`src/rtl/fmm_pkg.sv`:
```
package fmm_pkg;
  parameter int unsigned EXP_W  = 8;
  parameter int unsigned MAN_W  = 23;
  localparam int unsigned DATA_W = 1 + EXP_W + MAN_W;

  typedef logic [DATA_W-1:0] fword_t;

  typedef enum logic [1:0] {
    MOD_NONE   = 2'd0,
    MOD_POS    = 2'd1,
    MOD_SNORM  = 2'd2,
    MOD_UNORM  = 2'd3
  } mod_e;

  // op bit positions
  localparam int unsigned OP_PROP_BIT = 0;
  localparam int unsigned OP_ABS_BIT  = 1;
  localparam int unsigned OP_MAX_BIT  = 2;

  localparam fword_t F_POS_ZERO = '0;
  localparam fword_t F_ONE      = {1'b0, 1'b0, {(EXP_W-1){1'b1}}, {MAN_W{1'b0}}};
  localparam fword_t F_NEG_ONE  = {1'b1, 1'b0, {(EXP_W-1){1'b1}}, {MAN_W{1'b0}}};
  localparam fword_t F_QNAN     = {1'b0, {EXP_W{1'b1}}, 1'b1, {(MAN_W-1){1'b0}}};

  function automatic logic f_is_nan(input fword_t x);
    return (&x[DATA_W-2 -: EXP_W]) && (|x[MAN_W-1:0]);
  endfunction

  // Monotonic unsigned key: -0 below +0, negatives reversed
  function automatic fword_t f_key(input fword_t x);
    return x[DATA_W-1] ? ~x : (x | {1'b1, {(DATA_W-1){1'b0}}});
  endfunction
endpackage

```
`src/rtl/fmm_classify.sv`:
```
module fmm_classify
  import fmm_pkg::*;
(
  input  fword_t x_i,
  input  logic   abs_i,
  output fword_t val_o,
  output fword_t key_o,
  output logic   nan_o
);
  always_comb begin
    val_o = x_i;
    if (abs_i) val_o[DATA_W-1] = 1'b0;
    nan_o = f_is_nan(val_o);
    key_o = f_key(val_o);
  end
endmodule

```
`src/rtl/fmm_select.sv`:
```
module fmm_select
  import fmm_pkg::*;
(
  input  fword_t a_i,
  input  fword_t b_i,
  input  fword_t a_key_i,
  input  fword_t b_key_i,
  input  logic   a_nan_i,
  input  logic   b_nan_i,
  input  logic   is_max_i,
  input  logic   prop_i,
  output fword_t res_o,
  output logic   res_nan_o
);
  logic a_lt;
  assign a_lt = a_key_i < b_key_i;

  always_comb begin
    if (a_nan_i && b_nan_i)      res_o = F_QNAN;
    else if (a_nan_i)            res_o = prop_i ? a_i : b_i;
    else if (b_nan_i)            res_o = prop_i ? b_i : a_i;
    else if (is_max_i)           res_o = a_lt ? b_i : a_i;
    else                         res_o = a_lt ? a_i : b_i;
    res_nan_o = (a_nan_i && b_nan_i) || (prop_i && (a_nan_i || b_nan_i));
  end
endmodule

```
`src/rtl/fmm_clamp.sv`:
```
module fmm_clamp
  import fmm_pkg::*;
(
  input  fword_t x_i,
  input  logic   nan_i,
  input  mod_e   mod_i,
  output fword_t y_o
);
  localparam fword_t KEY_ONE     = f_key(F_ONE);
  localparam fword_t KEY_NEG_ONE = f_key(F_NEG_ONE);

  fword_t key;
  logic   neg, above_one, below_neg_one;

  assign key           = f_key(x_i);
  assign neg           = x_i[DATA_W-1];
  assign above_one     = key > KEY_ONE;
  assign below_neg_one = key < KEY_NEG_ONE;

  always_comb begin
    unique case (mod_i)
      MOD_NONE:  y_o = x_i;
      MOD_POS:   y_o = (nan_i || neg) ? F_POS_ZERO : x_i;
      MOD_SNORM: begin
        if (nan_i || below_neg_one) y_o = F_NEG_ONE;
        else if (above_one)         y_o = F_ONE;
        else                        y_o = x_i;
      end
      default: begin
        if (nan_i || neg)   y_o = F_POS_ZERO;
        else if (above_one) y_o = F_ONE;
        else                y_o = x_i;
      end
    endcase
  end
endmodule

```
`src/rtl/fmm_unit.sv`:
```
module fmm_unit
  import fmm_pkg::*;
(
  input  logic              clk_i,
  input  logic              rst_ni,
  input  logic              valid_i,
  input  logic [2:0]        op_i,
  input  logic [1:0]        mod_i,
  input  logic [DATA_W-1:0] a_i,
  input  logic [DATA_W-1:0] b_i,
  output logic              valid_o,
  output logic [DATA_W-1:0] result_o
);
  localparam int unsigned N_OPS = 2;

  fword_t opnd [N_OPS];
  fword_t val  [N_OPS];
  fword_t key  [N_OPS];
  logic   nan  [N_OPS];

  assign opnd[0] = a_i;
  assign opnd[1] = b_i;

  for (genvar g = 0; g < N_OPS; g++) begin : g_cls
    fmm_classify u_cls (
      .x_i   (opnd[g]),
      .abs_i (op_i[OP_ABS_BIT]),
      .val_o (val[g]),
      .key_o (key[g]),
      .nan_o (nan[g])
    );
  end

  fword_t sel_res, clamp_res;
  logic   sel_nan;

  fmm_select u_sel (
    .a_i       (val[0]),
    .b_i       (val[1]),
    .a_key_i   (key[0]),
    .b_key_i   (key[1]),
    .a_nan_i   (nan[0]),
    .b_nan_i   (nan[1]),
    .is_max_i  (op_i[OP_MAX_BIT]),
    .prop_i    (op_i[OP_PROP_BIT]),
    .res_o     (sel_res),
    .res_nan_o (sel_nan)
  );

  fmm_clamp u_clamp (
    .x_i   (sel_res),
    .nan_i (sel_nan),
    .mod_i (mod_e'(mod_i)),
    .y_o   (clamp_res)
  );

  always_ff @(posedge clk_i or negedge rst_ni) begin
    if (!rst_ni) begin
      valid_o  <= 1'b0;
      result_o <= '0;
    end else begin
      valid_o <= valid_i;
      if (valid_i) result_o <= clamp_res;
    end
  end

  assert_valid_lat_R11: assert property (@(posedge clk_i) disable iff (!rst_ni)
    valid_i |=> valid_o);
  assert_idle_lat_R11: assert property (@(posedge clk_i) disable iff (!rst_ni)
    !valid_i |=> !valid_o);
  assert_hold_R11: assert property (@(posedge clk_i) disable iff (!rst_ni)
    !valid_i |=> $stable(result_o));
  assert_one_nan_R2: assert property (@(posedge clk_i) disable iff (!rst_ni)
    (valid_i && !op_i[OP_PROP_BIT] && (nan[0] != nan[1])) |-> !f_is_nan(sel_res));
  assert_abs_sign_R5: assert property (@(posedge clk_i) disable iff (!rst_ni)
    (valid_i && op_i[OP_ABS_BIT]) |-> !sel_res[DATA_W-1]);
  assert_pos_clamp_R8: assert property (@(posedge clk_i) disable iff (!rst_ni)
    (valid_i && mod_i == 2'd1) |-> (!clamp_res[DATA_W-1] && !f_is_nan(clamp_res)));
  assert_snorm_R9: assert property (@(posedge clk_i) disable iff (!rst_ni)
    (valid_i && mod_i == 2'd2) |-> (clamp_res[DATA_W-2:0] <= F_ONE[DATA_W-2:0]));
  assert_unorm_R10: assert property (@(posedge clk_i) disable iff (!rst_ni)
    (valid_i && mod_i == 2'd3) |-> (clamp_res <= F_ONE));
endmodule

```
`config.mk`:
```
export PLATFORM = sky130hd
export DESIGN_NAME = fmm_unit
export DESIGN_NICKNAME = d
export VERILOG_FILES = /design/src/rtl/fmm_pkg.sv /design/src/rtl/fmm_classify.sv /design/src/rtl/fmm_select.sv /design/src/rtl/fmm_clamp.sv /design/src/rtl/fmm_unit.sv
export SDC_FILE = /design/constraint.sdc
export NUM_CORES = 1
export LEC_CHECK = 0
export CORE_MARGIN = 2
export CORE_UTILIZATION = 66
export DETAILED_ROUTE_END_ITERATION = 6
export DONT_BUFFER_PORTS = 1
export PLACE_DENSITY = 0.82
export SYNTH_ARGS = -nofsm -noshare
export SYNTH_HDL_FRONTEND = slang
export SYNTH_HIERARCHICAL = 1
export SYNTH_SLANG_ARGS = --single-unit
```
`constraint.sdc`:
```
create_clock -name clk_i -period 0.91 [get_ports clk_i]
set_input_delay 0.0455 -clock clk_i [delete_from_list [all_inputs] [get_ports clk_i]]
set_output_delay 0.0455 -clock clk_i [all_outputs]
set_load 0.005 [all_outputs]
```
Word level (Yosys, flattened, before mapping)
Index checks and enable logic that the tools add are counted.
W data, S select, Z words.
{"block": "totals", "mem_count": 0, "elab_cells": 41, "inputBits": 72, "mem_bits_rw": 0, "reg_bits": 33, "mem_bits_ro": 0, "latchBits": 0}
{"block": "classes", "n_div": 0, "n_lt_le_gt_ge": 3, "n_eq_ne": 2, "shifts": 0, "n_reduce_logical": 13, "bitwise": 3, "addsub": 0, "multipliers": 0, "mux": 18}
{"cell": "$mux W32", "count": 15}
{"cell": "$not A32 Y32", "count": 3}
{"cell": "$pmux W32 S3", "count": 1}
{"cell": "$reduce_or A23 Y1", "count": 2}
{"cell": "$gt A32 B32 Y1 const B", "count": 1}
{"cell": "$lt A32 B31 Y1 const B", "count": 1}
{"cell": "$lt A32 B32 Y1", "count": 1}
{"cell": "$reduce_and A8 Y1", "count": 2}
{"cell": "$logic_and A1 B1 Y1", "count": 4}
{"cell": "$logic_or A1 B1 Y1", "count": 4}
{"cell": "$eq A2 B1 Y1 const B", "count": 1}
{"cell": "$eq A2 B2 Y1 const B", "count": 1}
{"cell": "$logic_not A2 Y1", "count": 1}
{"cell": "$mux W1", "count": 2}

Logic depth before layout (Yosys ltp)
Gate-level depths: netlist of the first run.
{"block": "logic_depth", "word_depth": 15, "ltp_mapped": 24, "mapped_depth_nobuf": 18}

Modules after synthesis
The synthesis of the first run kept the hierarchy.
{"module": "fmm_select", "seq_area_each_um2": 0.0, "cells_per_inst": 282, "area_each_um2": 2030.7, "instances": 1}
{"module": "fmm_unit", "seq_area_each_um2": 825.8, "cells_per_inst": 69, "area_each_um2": 1370.1, "instances": 1}
{"module": "fmm_classify", "seq_area_each_um2": 0.0, "cells_per_inst": 80, "area_each_um2": 648.1, "instances": 2}
{"module": "fmm_clamp", "seq_area_each_um2": 0.0, "cells_per_inst": 128, "area_each_um2": 860.8, "instances": 1}

Worst setup path before layout of the first run
Ideal clock, no wire load.
{"block": "synth_path", "path_kind": "input to register", "from": "input port op_i[1]", "to": "register result_o[22]", "setup_ns": 0.064, "cell_stages": 24, "t_arrival_ns": 4.651, "path_buffers": 6, "slack_ns": -3.805, "cell_sequence": "nand2b_1 buf_6 buf_6 xnor2_1 inv_1 ha_1 a21oi_2 o21ai_1 a221o_1 a2111o_1 a21oi_2 xnor2_2 and2_1 buf_6 buf_6 a221o_1 or4b_1 o22ai_1 o2111ai_1 or3_1 buf_2 buf_6 a211oi_2 mux2_4"}
{"item": "start: declaration", "line": "fmm_unit.sv:7", "rtl": "input logic [2:0] op_i,"}
{"item": "end signal: assignment", "line": "fmm_unit.sv:63", "rtl": "if (valid_i) result_o <= clamp_res;"}
{"item": "end: declaration", "line": "fmm_unit.sv:12", "rtl": "output logic [DATA_W-1:0] result_o"}

==> metrics.yaml, run 1 <==
floorplanning:
  die_area_um2: 9171
  rows: 33
  dieWidth_um: 95.77
  core-area_um2: 8175
  boundaryPins: 105
  fp.dieH_um: 95.77
  initial_core_util_pct: 67.98
power:
  p_total_uw: 8893
  switchingPower_uw: 3427
  p_per_area_nw_per_um2: 1320
  vdd_drop_max_v: 0.0007606
  p_seq_share_pct: 24.6
  leakage_uw: 0.002938
  clkPwrFrac_pct: 13.8
  p_int_uw: 5467
  swShare_pct: 38.53
  combPwrFrac_pct: 61.6
synthesis:
  yosysSeqAreaShare_pct: 14.86
  synth_cells: 639
  avgSynthCellArea_um2: 8.698
  synth_area_um2: 5558
  ys.flop_type: "dfrtp_1"
  syn_nets: 742
  synth-edff-count: 0
  async_reset_ff_share_pct: 100.0
  ys_types: 55
  ys_ff_latch: 33
  ys.warnings.count: 6
worst_setup_path:
  worstSetupStartpointType: "input pin"
  timing.rr.start: "result_o[3]$_DFFE_PN0P_"
  crit_fanout: 7
  ff2ff_path_depth: 1
  critPathCaptureType: "register"
  arrival_ns: 4.95
  worst_r2r_endpoint: "result_o[3]$_DFFE_PN0P_"
  crit_chain: "nand2b_4 -> buf_4 -> xnor2_1 -> inv_1 -> ha_1 -> a21oi_1 -> nand2_1 -> a221o_1 -> a2111o_1 -> a21oi_4 -> xnor2_4 -> and2_4 -> buf_6 -> a221o_1 -> or4b_1 -> mux2i_1 -> o2111ai_2 -> or3_4 -> buf_8 -> a211oi_4 -> mux2_4"
  cp_slowest_cell: "or4b_1"
  crit_top_cell: "a221o_1"
  r2r_setup_slack_ns: 0.08
  worst_path_largest_cell_delay_ns: 0.53
  critical_path_class: "input pin to register"
  cp.required_ns: 1.14
sta:
  rsz0062_at_grt: "true"
  slew_headroom_pct: 68.37
  finalWorstSetupSlack_ns: -3.804
  tightest_slew_ns: 0.4723
  final.min_clock_period_ns: 4.714
  holdWs_ns: -0.2136
  setup_viol: 32
  fin_skew_ns: 0
  finalSetupTns_ns: -118.36
  finalHoldViolCount: 33
  slew_violations: 0
  timing.fmax_ghz: 0.2122
  finalCritPeriodShare_pct: 518.0
placement:
  dpl_worst_slack_ns: -4.216
  place_hpwl_um: 11930
  gp_congestion: 0.9902
  io_buffers: 0
drt:
  totalWireLength_um: 19000
  drt_pre_antenna_iters: 6
  routed_via_density: 7.367
  drtIter0Drc: 677
  vias: 5687
  ant_nets: 0
  drc: 0
  wl_per_cell_um: 24.61
layout:
  mostFrequentLayoutCells: "buf_4 (100), inv_1 (51), a221oi_1 (46)"
  nFillCells: 455
  utilization_pct: 82.38
  areaGrowthSynthToFinish_pct: 21.18
  final_common_cell: "buf_4"
  drive_above_1_share_pct: 41.38
  nNetsFinal: 769
  diodes: 0
global_routing:
  grt_usage_pct: 35.62
  antenna_found_initial: 0
  grt_max_degree: 47
  grt_pass1_wl_um: 25670
  grt_pass1_vias: 5087
  grt.overflow.total: 0
cts:
  cts_max_level: 2
  clockBufferDepth: 2
  clock_sinks: 33
  cts_tree: "built"
  clkLatencyLatePin_ns: 0.29
  cts_buffers: 5
  clock-root-buffer: "clkbuf_8"
  clkTransAtPathRegs_ns: 0.07
  cts_hold_buf: 2
flow_run:
  cap_viol_max_count: 0
run_status:
  status: "finished with violations"
  violations: "negative hold slack, negative setup slack"
min_path:
  hp-start: "valid_i"
  min-delay-path-class: "input pin to register"
  hold_depth: 0
  hold_end: "valid_o$_DFF_PN0_"
==> what timing repair did <==
action                                 in CTS  in global routing
setup endpoints to repair                  32                 32
buffers inserted                            7                  8
pin swaps                                  11                 40
cloned                                      3                  2
gates resized for setup                    25                 62
endpoints found under the hold margin      66                 33
==> layout make-up <==
| cell class | instances | area, um2 | share of cell area (%) |
|---|---|---|---|
| clock buffer | 7 | 96.34 | 1.430 |
| clock inverter | 1 | 5.005 | 0.07431 |
| inverter | 60 | 225.2 | 3.344 |
| multi-input combinational | 444 | 4348 | 64.56 |
| sequential | 33 | 825.8 | 12.26 |
| tap | 105 | 131.4 | 1.951 |
| timing repair buffer | 122 | 1104 | 16.38 |
==> worst max path at each step <==
stage	from	end	slack [ns]
CTS	op_i[1]	result_o[1]$_DFFE_PN0P_	-3.53
detailed placement	op_i[1]	result_o[1]$_DFFE_PN0P_	-4.22
floorplan	op_i[1]	result_o[0]$_DFFE_PN0P_	-3.73
finish	op_i[1]	result_o[7]$_DFFE_PN0P_	-3.80
global placement	op_i[1]	result_o[1]$_DFFE_PN0P_	-4.07
global route	op_i[1]	result_o[7]$_DFFE_PN0P_	-3.91
==> logic make-up after synthesis <==
family	Yosys count	share of synthesized area, %
AND/OR/NAND/NOR	135	13.28
flip-flops	33	14.86
adder cells (fa/ha/maj)	31	6.979
AO/OA/AOI/OAI	178	27.53
multiplexers	34	8.892
XOR/XNOR	63	10.06
buffers and inverters	165	18.39
==> worst max-delay path: cells and delay by family <==
| family | cells | cell delay (ns) |
|---|---|---|
| AOI/OAI and AO/OA | 7 | 1.93 |
| and+or+nand+nor | 5 | 1.49 |
| muxes | 2 | 0.37 |
| adders and majority gates | 1 | 0.32 |
| xor gates and xnor gates | 2 | 0.24 |
| buffers and inverters | 4 | 0.55 |
==> stage by stage <==
stage | hold slack (ns) | area [um2] | instances
3_5_place_dp | -0.2494 | 5921 | 743
6_report | -0.2136 | 6735 | 772
3_3_place_gp | -0.2493 | 5921 | 743
4_1_cts | -0.2246 | 6304 | 763
2_1_floorplan | -0.2501 | 5754 | 639
5_1_grt | -0.2231 | 6735 | 772
==> state kept, by name (all words and copies together) (netlist names) <==
register,flops
result_o,32
valid_o,1
==> power groups by stage <==
stage / Clock [uW] / Combinational [uW] / Sequential [uW]
after floorplan: 0 / 3370 / 2090
after global placement: 0 / 4150 / 2180
after detailed placement: 0 / 4340 / 2200
after CTS: 1250 / 4630 / 2180
after global routing: 1320 / 5730 / 2230
final: 1230 / 5480 / 2190
==> cell usage after synthesis, types with 7 or more instances <==
cell type | n | share of area, %
buf_6 | 15 | 3.0
a211oi_2 | 20 | 4.5
clkbuf_1 | 18 | 1.2
buf_4 | 62 | 8.4
a21oi_1 | 14 | 1.3
dfrtp_1 | 33 | 15
ha_1 | 31 | 7.0
nor2_1 | 35 | 2.4
buf_2 | 7 | 0.63
o221ai_1 | 9 | 1.4
a221o_1 | 24 | 4.3
o221a_2 | 8 | 1.6
inv_1 | 59 | 4.0
xnor2_1 | 62 | 9.8
o22ai_1 | 13 | 1.5
o21ai_0 | 13 | 1.2
nand4_1 | 16 | 1.8
mux2_4 | 30 | 8.1
nor3_1 | 7 | 0.63
nand3_1 | 13 | 1.2
nand2_1 | 25 | 1.7
a221oi_1 | 47 | 7.4
==> per-layer routing <==
layer / part of all wire [%] / routed length, um / vias to the layer above / global-route usage, %
li1: - / - / 2419 / -
met5: 0 / 0 / - / 0
met3: 9.8 / 1855 / 112 / 5.247
met2: 49 / 9247 / 454 / 62.76
met1: 37 / 6950 / 2702 / 42.70
met4: 5.0 / 943 / 0 / 15.95
(Power assumes the default switching activity.)
==> run 2: changes to the inputs <==
SKIP_LAST_GASP = 1   (was default)
==> run 2 against run 1 <==
Cell area fell by 0.11%. Clock power about the same. Final cell count unchanged. The run ends with design-rule violations, negative hold slack, negative setup slack left.
==> metrics.yaml, run 2 (synthesis gave the netlist of run 1 again) <==
run_status:
  status: "finished with violations"
  violations: "design-rule violations, negative hold slack, negative setup slack"
layout:
  areaGrowthSynthToFinish_pct: 21.05
  final_common_cell: "buf_4"
  nNetsFinal: 769
  multiInputGateArea_um2: 4344
  drive_above_1_share_pct: 41.38
  seq_area_um2: 825.8
  largest_reg_flops: 32
  diodes: 0
  mostFrequentLayoutCells: "buf_4 (101), inv_1 (51), a221oi_1 (46)"
  nFillCells: 459
  largest_register: "result_o"
  reg_top3: "result_o: 32 flops, valid_o: 1 flops"
power:
  clkPwrFrac_pct: 13.8
  switchingPower_uw: 3418
  p_per_area_nw_per_um2: 1320
  swShare_pct: 38.50
  leakage_uw: 0.002934
  combPwrFrac_pct: 61.6
  vdd_drop_max_v: 0.0007590
  p_int_uw: 5460
  p_seq_share_pct: 24.6
  p_total_uw: 8878
cts:
  clock_sinks: 33
  clock-root-buffer: "clkbuf_8"
  cts_buffers: 5
  cts_max_level: 2
  cts_hold_buf: 2
  clockBufferDepth: 2
  cts_tree: "built"
  clkTransAtPathRegs_ns: 0.07
  clkLatencyLatePin_ns: 0.29
placement:
  dpl_worst_slack_ns: -4.216
  gp_congestion: 0.9902
  place_hpwl_um: 11930
  io_buffers: 0
worst_setup_path:
  cp_top_family: "simple AND/OR/NAND/NOR gates"
  cp.required_ns: 1.14
  cp_slowest_cell: "or4b_1"
  critical_path_class: "input pin to register"
  worstSetupStartpointType: "input pin"
  ff2ff_path_depth: 1
  crit_fanout: 8
  worst_r2r_endpoint: "result_o[3]$_DFFE_PN0P_"
  timing.rr.start: "result_o[3]$_DFFE_PN0P_"
  critical_path_buf_inv_count: 5
  crit_chain: "nand2b_4 -> buf_12 -> buf_4 -> xnor2_2 -> inv_1 -> ha_1 -> o21a_1 -> nor2_1 -> or4_4 -> o211ai_1 -> a21oi_4 -> xnor2_4 -> and2_4 -> buf_6 -> a221o_1 -> or4b_1 -> mux2i_1 -> o2111ai_2 -> or3_4 -> buf_8 -> a211oi_4 -> mux2_4"
  worst_path_largest_cell_delay_ns: 0.53
  r2r_setup_slack_ns: 0.08
  arrival_ns: 4.94
  critPathCaptureType: "register"
global_routing:
  met1_usage_pct: 42.65
  grt_usage_pct: 35.64
  met2_usage_pct: 62.76
  antenna_found_initial: 0
  grt_pass1_wl_um: 25670
  grt_max_degree: 47
  grt.overflow.total: 0
  grt.busiest_layer: "met2"
  grt_pass1_vias: 5087
  grt_util_met3_pct: 5.403
sta:
  holdWs_ns: -0.2150
  fin_skew_ns: 0
  timing.fmax_ghz: 0.2124
  finalCritPeriodShare_pct: 517.4
  finalWorstSetupSlack_ns: -3.798
  finalHoldViolCount: 33
  slew_headroom_pct: 68.24
  final.min_clock_period_ns: 4.708
  tightest_slew_ns: 0.4742
  setup_viol: 32
  slew_violations: 0
  rsz0062_at_grt: "true"
floorplanning:
  die_area_um2: 9171
  dieWidth_um: 95.77
  rows: 33
  fp.dieH_um: 95.77
  initial_core_util_pct: 67.98
  core-area_um2: 8175
  boundaryPins: 105
drt:
  wl_per_cell_um: 24.51
  ant_nets: 0
  vias: 5686
  drtIter0Drc: 746
  drt_pre_antenna_iters: 7
  totalWireLength_um: 18920
  routed_via_density: 7.365
  drc: 9
min_path:
  hold_end: "valid_o$_DFF_PN0_"
  min-delay-path-class: "input pin to register"
  hp-start: "valid_i"
  hold_depth: 0
flow_run:
  cap_viol_max_count: 0
==> run 2: worst max path at each step <==
stage                  from  slack, ns  cells after the start                 endpoint
floorplan           op_i[1]      -3.73                     23  result_o[0]$_DFFE_PN0P_
global placement    op_i[1]      -4.07                     18  result_o[1]$_DFFE_PN0P_
detailed placement  op_i[1]      -4.22                     18  result_o[1]$_DFFE_PN0P_
CTS                 op_i[1]      -3.53                     21  result_o[1]$_DFFE_PN0P_
global route        op_i[1]      -3.91                     21  result_o[7]$_DFFE_PN0P_
finish              op_i[1]      -3.80                     22  result_o[7]$_DFFE_PN0P_
==> run 2: repair_timing <==
item | in CTS | in global routing
resized for setup | 24 | 61
endpoints found under the hold margin | 66 | 33
pin swaps | 11 | 40
gates cloned | 3 | 2
endpoints found under the setup margin | 32 | 32
setup buffers | 7 | 8
==> run 2: per-layer routing <==
metal / wire length (um) / part of all wire [%] / vias up
li1: - / - / 2417
met3: 1939 / 10 / 121
met1: 6879 / 36 / 2668
met4: 997 / 5.3 / 0
met2: 9104 / 48 / 480
met5: 0 / 0 / -
==> run 2: per-stage QoR <==
step / TNS (ns) / cell area [um2] / utilization [%] / cells
floorplan: -116.35 / 5754 / - / 639
global placement: -128.38 / 5921 / 72.42 / 743
detailed placement: -131.61 / 5921 / 72.42 / 743
CTS: -110.55 / 6301 / 77.07 / 763
global route: -121.07 / 6728 / 82.29 / 772
finish: -118.22 / 6728 / 82.29 / 772
==> run 2: area by class of cell <==
cell class	instances	share of cell area, %
clock buffer	7	1.432
clock inverter	1	0.07439
inverter	60	3.348
multi-input combinational	444	64.57
sequential	33	12.27
tap	105	1.953
timing repair buffer	122	16.35
==> run 2: power groups by stage <==
| stage | Combinational, uW | Sequential (uW) | Clock, uW |
|---|---|---|---|
| 2_1_floorplan | 3370 | 2090 | 0 |
| 3_3_place_gp | 4150 | 2180 | 0 |
| 3_5_place_dp | 4340 | 2200 | 0 |
| 4_1_cts | 4630 | 2180 | 1250 |
| 5_1_grt | 5730 | 2230 | 1320 |
| 6_report | 5470 | 2190 | 1230 |
==> run 3: changes to the inputs <==
CTS_BUF_LIST = sky130_fd_sc_hd__clkbuf_2   (was default)
==> run 3 against run 2 <==
The run still ends with design-rule violations, negative hold slack, negative setup slack left. Via count fell by 0.26%. First-iteration DRC count is 12% lower. Setup slack better by 0.10 ns. Sequential share of layout area rose by 0.092 points. Routed wire length about the same. Non-clock buffer count did not move. Final cell count stayed put. Cell area fell by 0.74%. Highest routed layer unchanged.
==> metrics.yaml, run 3 (synthesis gave the netlist of run 1 again) <==
cts:
  cts_buffers: 5
  cts_tree: "built"
  clock-root-buffer: "clkbuf_2"
  clkTransAtPathRegs_ns: 0.17
  cts_hold_buf: 2
  clockBufferDepth: 2
  clkLatencyLatePin_ns: 0.37
  cts_max_level: 2
  clock_sinks: 33
worst_setup_path:
  critical_path_class: "input pin to register"
  worstSetupStartpointType: "input pin"
  crit_fanout: 8
  r2r_setup_slack_ns: 0.08
  ff2ff_path_depth: 1
  critPathCaptureType: "register"
  arrival_ns: 4.91
  cp.required_ns: 1.21
  worst_r2r_endpoint: "result_o[12]$_DFFE_PN0P_"
  timing.rr.start: "result_o[12]$_DFFE_PN0P_"
layout:
  drive_above_1_share_pct: 41.08
  largest_register: "result_o"
  nFillCells: 463
  design_area_um2: 6678
  multiInputGateArea_um2: 4328
  nNetsFinal: 769
  diodes: 0
  mostFrequentLayoutCells: "buf_4 (95), inv_1 (51), a221oi_1 (46)"
  largest_reg_flops: 32
  final_common_cell: "buf_4"
  reg_top3: "result_o: 32 flops, valid_o: 1 flops"
  seq_area_um2: 825.8
  areaGrowthSynthToFinish_pct: 20.15
floorplanning:
  fp.dieH_um: 95.77
  die_area_um2: 9171
  rows: 33
  initial_core_util_pct: 67.98
  core-area_um2: 8175
  boundaryPins: 105
  dieWidth_um: 95.77
sta:
  final.min_clock_period_ns: 4.608
  tightest_slew_ns: 0.6767
  finalCritPeriodShare_pct: 506.3
  finalWorstSetupSlack_ns: -3.698
  fin_skew_ns: 0
  holdWs_ns: -0.3169
  rsz0062_at_grt: "true"
  timing.fmax_ghz: 0.2170
  finalHoldViolCount: 33
  finalSetupTns_ns: -114.95
  slew_headroom_pct: 54.51
  setup_viol: 32
  slew_violations: 0
run_status:
  violations: "design-rule violations, negative hold slack, negative setup slack"
  status: "finished with violations"
drt:
  wl_per_cell_um: 24.49
  totalWireLength_um: 18910
  drt_pre_antenna_iters: 7
  ant_nets: 0
  drtIter0Drc: 655
  drc: 47
  routed_via_density: 7.346
  vias: 5671
power:
  vdd_drop_max_v: 0.0005809
  swShare_pct: 40.32
  p_int_uw: 4914
  leakage_uw: 0.002916
  clkPwrFrac_pct: 8.0
  p_per_area_nw_per_um2: 1233
  switchingPower_uw: 3320
  combPwrFrac_pct: 65.6
  p_seq_share_pct: 26.3
global_routing:
  grt.overflow.total: 0
  grt_pass1_wl_um: 25360
  grt_max_degree: 47
  antenna_found_initial: 0
  grt_pass1_vias: 5054
  grt_usage_pct: 35.03
placement:
  io_buffers: 0
  dpl_cell_area_um2: 5921
  gp_congestion: 0.9902
  place_hpwl_um: 11930
min_path:
  hp-start: "valid_i"
  hold_end: "valid_o$_DFF_PN0_"
  min-delay-path-class: "input pin to register"
  hold_depth: 0
flow_run:
  cap_viol_max_count: 0
## run 3: cell count changes in the layout (fill, tap and decap cells not counted), moves of 2 or more
| cell | before | now |
|---|---|---|
| o22ai_2 | 2 | 4 |
| buf_4 | 101 | 95 |
| clkinv_1 | 0 | 2 |
| a21oi_2 | 4 | 6 |
| buf_12 | 9 | 11 |
| clkbuf_8 | 7 | 0 |
| a21oi_4 | 4 | 2 |
| clkbuf_2 | 0 | 5 |
| buf_6 | 7 | 11 |
## run 3: layout make-up
type	count	area share [%]
multi-input combinational	444	64.81
sequential	33	12.37
inverter	60	3.373
timing repair buffer	122	16.92
clock buffer	5	0.3747
clock inverter	3	0.1874
tap	105	1.967
## run 3: per-stage QoR
stage	total power (uW)	util [%]	std cells	worst slack [ns]
6_report	8234	81.68	772	-3.698
3_5_place_dp	6540	72.42	743	-4.216
5_1_grt	8652	81.68	772	-3.770
2_1_floorplan	5456	-	639	-3.734
4_1_cts	7454	76.35	764	-3.442
3_3_place_gp	6326	72.42	743	-4.071
## run 3: per-layer routing
metal / GRT usage (%) / up-vias / wire [um]
li1: - / 2418 / -
met1: 41.91 / 2672 / 6905
met2: 61.42 / 449 / 8903
met3: 6.108 / 132 / 1802
met4: 15.00 / 0 / 1294
met5: 0 / - / 0
## run 3: how the worst max path moves through the flow
stage	start	to
global route	op_i[1]	result_o[7]$_DFFE_PN0P_
detailed placement	op_i[1]	result_o[1]$_DFFE_PN0P_
floorplan	op_i[1]	result_o[0]$_DFFE_PN0P_
global placement	op_i[1]	result_o[1]$_DFFE_PN0P_
finish	op_i[1]	result_o[7]$_DFFE_PN0P_
CTS	op_i[1]	result_o[7]$_DFFE_PN0P_
## run 3: power groups by stage
stage	registers, uW	clock network, uW	logic (uW)
after floorplan	2090	0	3370
after global placement	2180	0	4150
after detailed placement	2200	0	4340
after CTS	2170	657	4630
after global routing	2220	753	5680
final	2170	662	5400
## run 3: timing repair
item                                    CTS  global route
hold endpoints to repair                 66            33
buffers inserted                          8             8
endpoints found under the setup margin   32            37
cloned                                    3             2
pin swaps                                12            24
resized for setup                        24            60
## run 3: critical path, stage by stage
cell       delay (ns)
nand2b_4         0.18
buf_12           0.18
buf_12           0.14
xnor2_4          0.13
inv_2            0.07
ha_4             0.29
and4_4           0.25
nand2b_4         0.05
or4_4            0.41
o211ai_1         0.19
a21oi_2          0.13
xnor2_2          0.16
buf_4            0.15
and2_4           0.17
buf_6            0.13
a221o_1          0.36
or4b_1           0.55
o22ai_2          0.12
o2111ai_2        0.14
or3_4            0.46
buf_8            0.16
a211oi_4         0.22
mux2_4           0.18
